==> src/rtl/fsk_bsync_pkg.sv <==
package fsk_bsync_pkg;

  function automatic int clamp_int(input int v, input int lim);
    if (v > lim) return lim;
    if (v < -lim) return -lim;
    return v;
  endfunction

endpackage

==> src/rtl/fsk_bsync_sampler.sv <==
module fsk_bsync_sampler #(
  parameter int SYNC = 2
) (
  input  logic clk_i,
  input  logic rst_ni,
  input  logic en_i,
  input  logic stb_i,
  input  logic bit_i,
  output logic bit_o,
  output logic edge_o
);
  logic [SYNC-1:0] sync_q;
  logic            prev_q;

  always_ff @(posedge clk_i or negedge rst_ni) begin
    if (!rst_ni) begin
      sync_q <= '0;
      prev_q <= 1'b0;
    end else begin
      sync_q <= {sync_q[SYNC-2:0], bit_i};
      if (stb_i) prev_q <= sync_q[SYNC-1];
    end
  end

  assign bit_o  = sync_q[SYNC-1];
  assign edge_o = en_i && stb_i && (sync_q[SYNC-1] != prev_q);

endmodule

==> src/rtl/fsk_bsync_phase.sv <==
module fsk_bsync_phase
  import fsk_bsync_pkg::*;
#(
  parameter int SPB       = 324,
  parameter int LOCK_HITS = 12,
  parameter int WIN_PCT   = 15,
  parameter int SIL_BITS  = 10,
  parameter int TRK_STEP  = SPB / 6,
  parameter int PW        = $clog2(SPB)
) (
  input  logic          clk_i,
  input  logic          rst_ni,
  input  logic          en_i,
  input  logic          stb_i,
  input  logic          edge_i,
  output logic [PW-1:0] phase_o,
  output logic          lock_o
);
  localparam int HALF     = SPB / 2;
  localparam int ACQ_STEP = SPB / 2;
  localparam int WIN      = SPB * WIN_PCT / 100;
  localparam int SIL      = SIL_BITS * SPB;
  localparam int SW       = $clog2(SIL + 1);
  localparam int HW       = $clog2(LOCK_HITS + 1);

  logic [PW-1:0] phase_q, phase_d;
  logic          lock_q;
  logic [HW-1:0] hits_q;
  logic [SW-1:0] sil_q;
  logic          in_win;
  int            err_s, adj_s, nxt_s;

  // signed distance from the ideal edge (phase 0), corrected by a bounded step
  always_comb begin
    err_s = (int'(phase_q) < HALF) ? int'(phase_q) : int'(phase_q) - SPB;
    adj_s = clamp_int(err_s, lock_q ? TRK_STEP : ACQ_STEP);
    nxt_s = int'(phase_q) + 1 - (edge_i ? adj_s : 0);
    if (nxt_s >= SPB) nxt_s = nxt_s - SPB;
    else if (nxt_s < 0) nxt_s = nxt_s + SPB;
    phase_d = PW'(nxt_s);
    in_win  = (err_s <= WIN) && (err_s >= -WIN);
  end

  always_ff @(posedge clk_i or negedge rst_ni) begin
    if (!rst_ni) begin
      phase_q <= '0;
      lock_q  <= 1'b0;
      hits_q  <= '0;
      sil_q   <= '0;
    end else if (!en_i) begin
      phase_q <= '0;
      lock_q  <= 1'b0;
      hits_q  <= '0;
      sil_q   <= '0;
    end else if (stb_i) begin
      phase_q <= phase_d;
      if (edge_i) begin
        sil_q <= '0;
        if (!lock_q) begin
          if (!in_win) hits_q <= '0;
          else if (hits_q == HW'(LOCK_HITS - 1)) begin
            lock_q <= 1'b1;
            hits_q <= '0;
          end else hits_q <= hits_q + 1'b1;
        end
      end else if (lock_q) begin
        if (sil_q == SW'(SIL - 1)) begin
          lock_q <= 1'b0;
          sil_q  <= '0;
        end else sil_q <= sil_q + 1'b1;
      end
    end
  end

  assign phase_o = phase_q;
  assign lock_o  = lock_q;

  AST_LOCK_AFTER_RUN: assert property (@(posedge clk_i) disable iff (!rst_ni)
    $rose(lock_q) |-> $past(hits_q) == HW'(LOCK_HITS - 1));
  AST_SILENCE_DROP: assert property (@(posedge clk_i) disable iff (!rst_ni)
    $fell(lock_q) && $past(en_i) |-> $past(sil_q) == SW'(SIL - 1));
  AST_DISABLE_CLEARS: assert property (@(posedge clk_i) disable iff (!rst_ni)
    !en_i |=> !lock_q && phase_q == '0);
  AST_PHASE_HOLD: assert property (@(posedge clk_i) disable iff (!rst_ni)
    en_i && !stb_i |=> $stable(phase_q));

endmodule

==> src/rtl/fsk_bsync_slicer.sv <==
module fsk_bsync_slicer #(
  parameter int SPB     = 324,
  parameter int VOTE_LO = SPB * 3 / 8,
  parameter int VOTE_HI = SPB * 5 / 8,
  parameter int RISE    = VOTE_HI - SPB / 10,
  parameter int FALL    = SPB - SPB / 6 - 1,
  parameter int PW      = $clog2(SPB)
) (
  input  logic          clk_i,
  input  logic          rst_ni,
  input  logic          en_i,
  input  logic          lock_i,
  input  logic          stb_i,
  input  logic          bit_i,
  input  logic [PW-1:0] phase_i,
  output logic          dclk_o,
  output logic          data_o
);
  localparam int VLEN = VOTE_HI - VOTE_LO;
  localparam int OW   = $clog2(VLEN + 1);

  logic [OW-1:0] ones_q;
  logic          dclk_q, data_q;

  always_ff @(posedge clk_i or negedge rst_ni) begin
    if (!rst_ni) begin
      ones_q <= '0;
      dclk_q <= 1'b0;
      data_q <= 1'b0;
    end else if (!en_i) begin
      ones_q <= '0;
      dclk_q <= 1'b0;
    end else begin
      // high window kept clear of the phase-correction zone around 0
      dclk_q <= lock_i && (phase_i >= PW'(RISE)) && (phase_i < PW'(FALL));
      if (stb_i) begin
        if (phase_i == PW'(VOTE_LO)) ones_q <= OW'(bit_i);
        else if (phase_i > PW'(VOTE_LO) && phase_i < PW'(VOTE_HI))
          ones_q <= ones_q + OW'(bit_i);
        if (phase_i == PW'(VOTE_HI) && lock_i) data_q <= (ones_q > OW'(VLEN / 2));
      end
    end
  end

  assign dclk_o = dclk_q;
  assign data_o = data_q;

  AST_DATA_MOVES_IN_HIGH: assert property (@(posedge clk_i) disable iff (!rst_ni)
    !$stable(data_q) |-> dclk_q);

endmodule

==> src/rtl/fsk_bit_sync.sv <==
module fsk_bit_sync #(
  parameter int SPB         = 324,
  parameter int LOCK_HITS   = 12,
  parameter int WIN_PCT     = 15,
  parameter int SIL_BITS    = 10,
  parameter int SYNC_STAGES = 2
) (
  input  logic clk_i,
  input  logic rst_ni,
  input  logic sample_en_i,
  input  logic rx_en_i,
  input  logic rx_bit_i,
  output logic dclk_o,
  output logic data_o,
  output logic locked_o
);
  localparam int PW        = $clog2(SPB);
  localparam int TRK_STEP  = SPB / 6;
  localparam int VOTE_LO   = SPB * 3 / 8;
  localparam int VOTE_HI   = SPB * 5 / 8;
  localparam int DCLK_RISE = VOTE_HI - SPB / 10;
  localparam int DCLK_FALL = SPB - TRK_STEP - 1;

  logic          bit_s, edge_s, lock_s;
  logic [PW-1:0] phase_s;

  fsk_bsync_sampler #(.SYNC(SYNC_STAGES)) u_sampler (
    .clk_i (clk_i),
    .rst_ni(rst_ni),
    .en_i  (rx_en_i),
    .stb_i (sample_en_i),
    .bit_i (rx_bit_i),
    .bit_o (bit_s),
    .edge_o(edge_s)
  );

  fsk_bsync_phase #(
    .SPB(SPB), .LOCK_HITS(LOCK_HITS), .WIN_PCT(WIN_PCT),
    .SIL_BITS(SIL_BITS), .TRK_STEP(TRK_STEP), .PW(PW)
  ) u_phase (
    .clk_i  (clk_i),
    .rst_ni (rst_ni),
    .en_i   (rx_en_i),
    .stb_i  (sample_en_i),
    .edge_i (edge_s),
    .phase_o(phase_s),
    .lock_o (lock_s)
  );

  fsk_bsync_slicer #(
    .SPB(SPB), .VOTE_LO(VOTE_LO), .VOTE_HI(VOTE_HI),
    .RISE(DCLK_RISE), .FALL(DCLK_FALL), .PW(PW)
  ) u_slicer (
    .clk_i  (clk_i),
    .rst_ni (rst_ni),
    .en_i   (rx_en_i),
    .lock_i (lock_s),
    .stb_i  (sample_en_i),
    .bit_i  (bit_s),
    .phase_i(phase_s),
    .dclk_o (dclk_o),
    .data_o (data_o)
  );

  assign locked_o = lock_s;

  AST_DCLK_NEEDS_LOCK: assert property (@(posedge clk_i) disable iff (!rst_ni)
    !locked_o |=> !dclk_o);
  AST_RXEN_OFF: assert property (@(posedge clk_i) disable iff (!rst_ni)
    !rx_en_i |=> !locked_o && !dclk_o);

endmodule

==> config.mk <==
export PLATFORM = sky130hd
export DESIGN_NAME = fsk_bit_sync
export DESIGN_NICKNAME = d
export VERILOG_FILES = /design/src/rtl/fsk_bsync_pkg.sv /design/src/rtl/fsk_bsync_sampler.sv /design/src/rtl/fsk_bsync_phase.sv /design/src/rtl/fsk_bsync_slicer.sv /design/src/rtl/fsk_bit_sync.sv
export SDC_FILE = /design/constraint.sdc
export NUM_CORES = 1
export LEC_CHECK = 0
export BUFFER_PORTS_ARGS = -buffer_cell sky130_fd_sc_hd__buf_2
export CAP_MARGIN = 0
export CORE_ASPECT_RATIO = 0.75
export CORE_MARGIN = 2
export CORE_UTILIZATION = 50
export DETAILED_ROUTE_END_ITERATION = 8
export PLACE_DENSITY_LB_ADDON = 0.1
export SLEW_MARGIN = 5
export SYNTH_ARGS = -nofsm -noshare
export SYNTH_HDL_FRONTEND = slang
export SYNTH_SLANG_ARGS = --single-unit
==> constraint.sdc <==
create_clock -name clk_i -period 15.79 [get_ports clk_i]
set_input_delay 2.3685 -clock clk_i [delete_from_list [all_inputs] [get_ports clk_i]]
set_output_delay 2.3685 -clock clk_i [all_outputs]
set_load 0.02 [all_outputs]
==> flow_metrics.env <==
export IMPL_outcome="completed"
export IMPL_cts_repair_timing_setup_buffer_count=0
export IMPL_static_leakage_power_nw=1.71
export IMPL_number_of_inserted_diodes=0
export IMPL_internal_power_mw=0.338
export IMPL_clock_root_buffer="clkbuf_8"
export IMPL_rr_startpoint="u_phase.phase_o[2]"
export IMPL_arrival_ps=7820
export IMPL_clock_sinks=38
export IMPL_timing_critical_path_fanout_max=13
export IMPL_postCtsHoldBufs=0
export IMPL_power_clock_fraction_pct=10.0
export IMPL_mappedNetlistArea_um2=3800
export IMPL_relative_contribution_of_combinational_cells_to_total_power_pct=70.6
export IMPL_ys_seq_area_share_pct=25.0
export IMPL_seq_power_share_pct=19.5
export IMPL_io_buffer_count=7
export IMPL_min_from="u_sampler.sync_q[0]"
export IMPL_detailedRoute_firstPassIterationCount=5
export IMPL_switchingPower_mw=0.379
export IMPL_r2r_worst_path_cells=29
export IMPL_syn_avg_cell_area_um2=8.22
export IMPL_fraction_of_the_cycle_the_final_worst_path_needs_pct=48.2
export IMPL_regToRegEndpoint="u_phase.phase_o[5]"
export IMPL_library_cells_used_by_synthesis=72
export IMPL_finalMaxSlewViolations=0
export IMPL_clock_pin_slew_worst_setup_and_hold_paths_ps=80
export IMPL_cts_resized=0
export IMPL_timing_hold_violations_final=0
export IMPL_layout_drive_gt1_share_pct=7.83
export IMPL_gr_total_overflow=0
export IMPL_dp_hpwl_um=7420
export IMPL_cp_max_stage_cell="dfrtp_1"
export IMPL_critical_path_startpoint="u_phase.phase_o[2]"
export IMPL_core_region_area_um2=7360
export IMPL_crit_path_frequent_cell="a21oi_1"
export IMPL_num_fill_cells=719
export IMPL_type_of_element_capturing_the_critical_path="register"
export IMPL_path_buf_inv=1
export IMPL_multi_input_logic_area_um2=2690
export IMPL_ys_ff_latch=38
export IMPL_clkLatencyLatePin_ps=290
export IMPL_worst_hold_path_num_cells=0
export IMPL_yosysWarningCount=0
export IMPL_cp_depth=29
export IMPL_sw_frac_of_total_pct=52.9
export IMPL_die_area_um2=8310
export IMPL_floorplan_io_pins=8
export IMPL_max_freq_ghz=0.131
export IMPL_r2r_setup_slack_ps=8180
export IMPL_htree_depth=2
export IMPL_nets=503
export IMPL_cts_buffers_inserted=5
export IMPL_timing_clock_skew_ps=4.03
export IMPL_detailroute_via_count=3497
export IMPL_detail_route_wirelength_um=9850
export IMPL_post_route_min_period_ps=7610
export IMPL_irDropWorstVdd_v=0.000105
export IMPL_row_count=27
export IMPL_die_width_um=105
export IMPL_start_util_pct=51.6
export IMPL_hold_path_end="u_sampler.sync_q[1]"
export IMPL_setup_repair_after_global_routing_missed_its_margin="no"
export IMPL_drc=0
export IMPL_setup_worst_path_start_class="register"
export IMPL_gp_congestion=0.919
export IMPL_async_flop_share_pct=100
export IMPL_hold_path_class="reg2reg"
export IMPL_yosys_top_cells_area="dfrtp_1 (25%), ha_1 (13%), a21oi_1 (4.6%)"
export IMPL_finalSetupTns_ps=0
export IMPL_area_delta_synth_final_pct=4.78
export IMPL_cpPeakStageDelay_ps=570
export IMPL_grt_max_degree=39
export IMPL_maxCapViolCount=0
export IMPL_drtAntennaViolNets=0
export IMPL_crit_type="reg2reg"
export IMPL_antenna_violations_before_repair=0
export IMPL_detail_route_vias_per_cell=6.23
export IMPL_crit_required_ps=16000
export IMPL_post_drt_wl_per_cell_um=17.6
export IMPL_worst_slew_margin_rel_pct=12.8
export IMPL_floorplan_die_height_um=79.5
export IMPL_yosys_area_top_type="dfrtp_1"
export IMPL_synth_top_flop_cell="dfrtp_1"
export IMPL_power_density_cell_area_nw_per_um2=180
export IMPL_max_clock_path_buffers=2
export IMPL_finalSetupViolCount=0
export IMPL_synth_enable_flop_cells=0
export IMPL_syn_instance_count=462
export IMPL_drt_initial_drc_count=301
export IMPL_first_global_vias=3272
export IMPL_fraction_of_post_synthesis_cell_area_in_the_top_cell_type_by_area_pct=25.0
export IMPL_finalCoreUtilization_pct=54.0
export IMPL_tightest_slew_ps=1290
export IMPL_grt_util_all_layers_pct=25.1
export IMPL_seq_area_um2=951
export IMPL_finalWorstSetupSlack_ps=8180
export IMPL_synthesis_nets=506
export IMPL_tritoncts="yes"
export IMPL_cpLargestDelayFamily="compound AO/OA/AOI/OAI gates"
export IMPL_grt_pass1_wl_um=16700
export IMPL_detailedPlace_worstSlack_ps=8240
[cell type report]
type | instances | share of cell area (%)
multi-input cells | 385 | 67.6
flip-flops and latches | 38 | 23.9
well taps | 101 | 3.18
clock buffers | 6 | 2.08
inverters | 22 | 2.08
repair buffers | 7 | 0.881
clock inverters | 2 | 0.314
[power by group through the flow]
stage / clock [mW] / combinational (mW) / sequential [mW]
after floorplan: 0 / 0.411 / 0.119
after global placement: 0 / 0.493 / 0.139
after detailed placement: 0 / 0.495 / 0.140
after CTS: 0.0736 / 0.498 / 0.138
after global routing: 0.0778 / 0.567 / 0.142
final: 0.0715 / 0.506 / 0.140
[sequential cells by signal, indices dropped and copies added, names as in the netlist]
signal / count
u_phase.hits_q: 4
u_phase.lock_o: 1
u_phase.phase_o: 9
u_phase.sil_q: 12
u_sampler.prev_q: 1
u_sampler.sync_q: 2
u_slicer.data_o: 1
u_slicer.dclk_o: 1
u_slicer.ones_q: 7
[stage by stage]
step / hold slack (ps) / power (mW) / std cells / area [µm²]
after detailed placement: 339 / 0.636 / 553 / 3880
after floorplan: 331 / 0.529 / 462 / 3800
final: 353 / 0.717 / 561 / 3980
after global routing: 359 / 0.787 / 561 / 3980
after global placement: 336 / 0.632 / 553 / 3880
after CTS: 357 / 0.710 / 561 / 3980
[cells in the mapped netlist (3+ instances only)]
master / number
a211oi_1: 4
a21o_1: 7
a21oi_1: 35
a221o_1: 4
a22o_1: 3
a31oi_1: 5
a41oi_1: 3
and2_1: 3
and3_1: 8
buf_2: 3
clkbuf_1: 11
dfrtp_1: 38
ha_1: 38
inv_1: 22
mux2_2: 3
nand2_1: 38
nand2b_1: 12
nand3_1: 14
nand3b_1: 3
nand4_1: 10
nor2_1: 39
nor2b_1: 4
nor3_1: 14
nor3b_1: 4
nor4_1: 5
o211ai_1: 6
o21ai_0: 33
o31ai_1: 3
or3_1: 8
xnor2_1: 20
xor2_1: 8
[cell usage in the layout (no fill, tap or decap), types with 3 or more instances in the layout]
| cell type | Yosys | layout |
|---|---|---|
| nor2_1 | 39 | 39 |
| nand2_1 | 38 | 38 |
| ha_1 | 38 | 38 |
| dfrtp_1 | 38 | 38 |
| a21oi_1 | 35 | 35 |
| o21ai_0 | 33 | 33 |
| inv_1 | 22 | 22 |
| xnor2_1 | 20 | 20 |
| nor3_1 | 14 | 14 |
| nand3_1 | 14 | 14 |
| nand2b_1 | 12 | 12 |
| nand4_1 | 10 | 10 |
| or3_1 | 8 | 8 |
| and3_1 | 8 | 8 |
| xor2_1 | 8 | 8 |
| a21o_1 | 7 | 7 |
| buf_2 | 3 | 7 |
| o211ai_1 | 6 | 6 |
| clkbuf_8 | 0 | 6 |
| nor4_1 | 5 | 5 |
| a31oi_1 | 5 | 5 |
| nor3b_1 | 4 | 4 |
| a211oi_1 | 4 | 4 |
| a221o_1 | 4 | 4 |
| nor2b_1 | 4 | 4 |
| o31ai_1 | 3 | 3 |
| nand3b_1 | 3 | 3 |
| a41oi_1 | 3 | 3 |
| a22o_1 | 3 | 3 |
| and2_1 | 3 | 3 |
| mux2_2 | 3 | 3 |
[kinds of logic after synthesis]
group,after synthesis,share of synthesized area (%)
fa+ha+maj,39,13.0
buf+inv,39,4.15
simple gates,173,23.7
compound gates,142,26.8
xor+xnor,28,6.46
flops,38,25.0
mux,3,0.890
[metal layers]
| layer | vias up | global-route usage [%] | part of all wire [%] |
|---|---|---|---|
| met5 | - | 0 | 0 |
| met4 | 0 | 5.33 | 1.0 |
| met3 | 17 | 6.29 | 7.1 |
| met2 | 118 | 36.0 | 41 |
| met1 | 1666 | 37.7 | 51 |
| li1 | 1696 | - | - |
[worst register-to-register path: cells and delay by family, from the launching register on]
kind	cells	cell delay, ps
AOI/OAI and AO/OA	17	4520
and+or+nand+nor	7	1170
adders and majority gates	3	850
DFF	1	570
xor gates and xnor gates	1	390
buffers and inverters	1	40
[how the worst max path moves through the flow]
stage,slack (ps),end
after CTS,8230,u_phase.phase_o[5]
after detailed placement,8240,u_phase.phase_o[5]
after floorplan,9220,u_phase.phase_o[5]
final,8180,u_phase.phase_o[5]
after global routing,7570,u_phase.phase_o[5]
after global placement,8370,u_phase.phase_o[5]
Power figures use the tool's default switching activity.
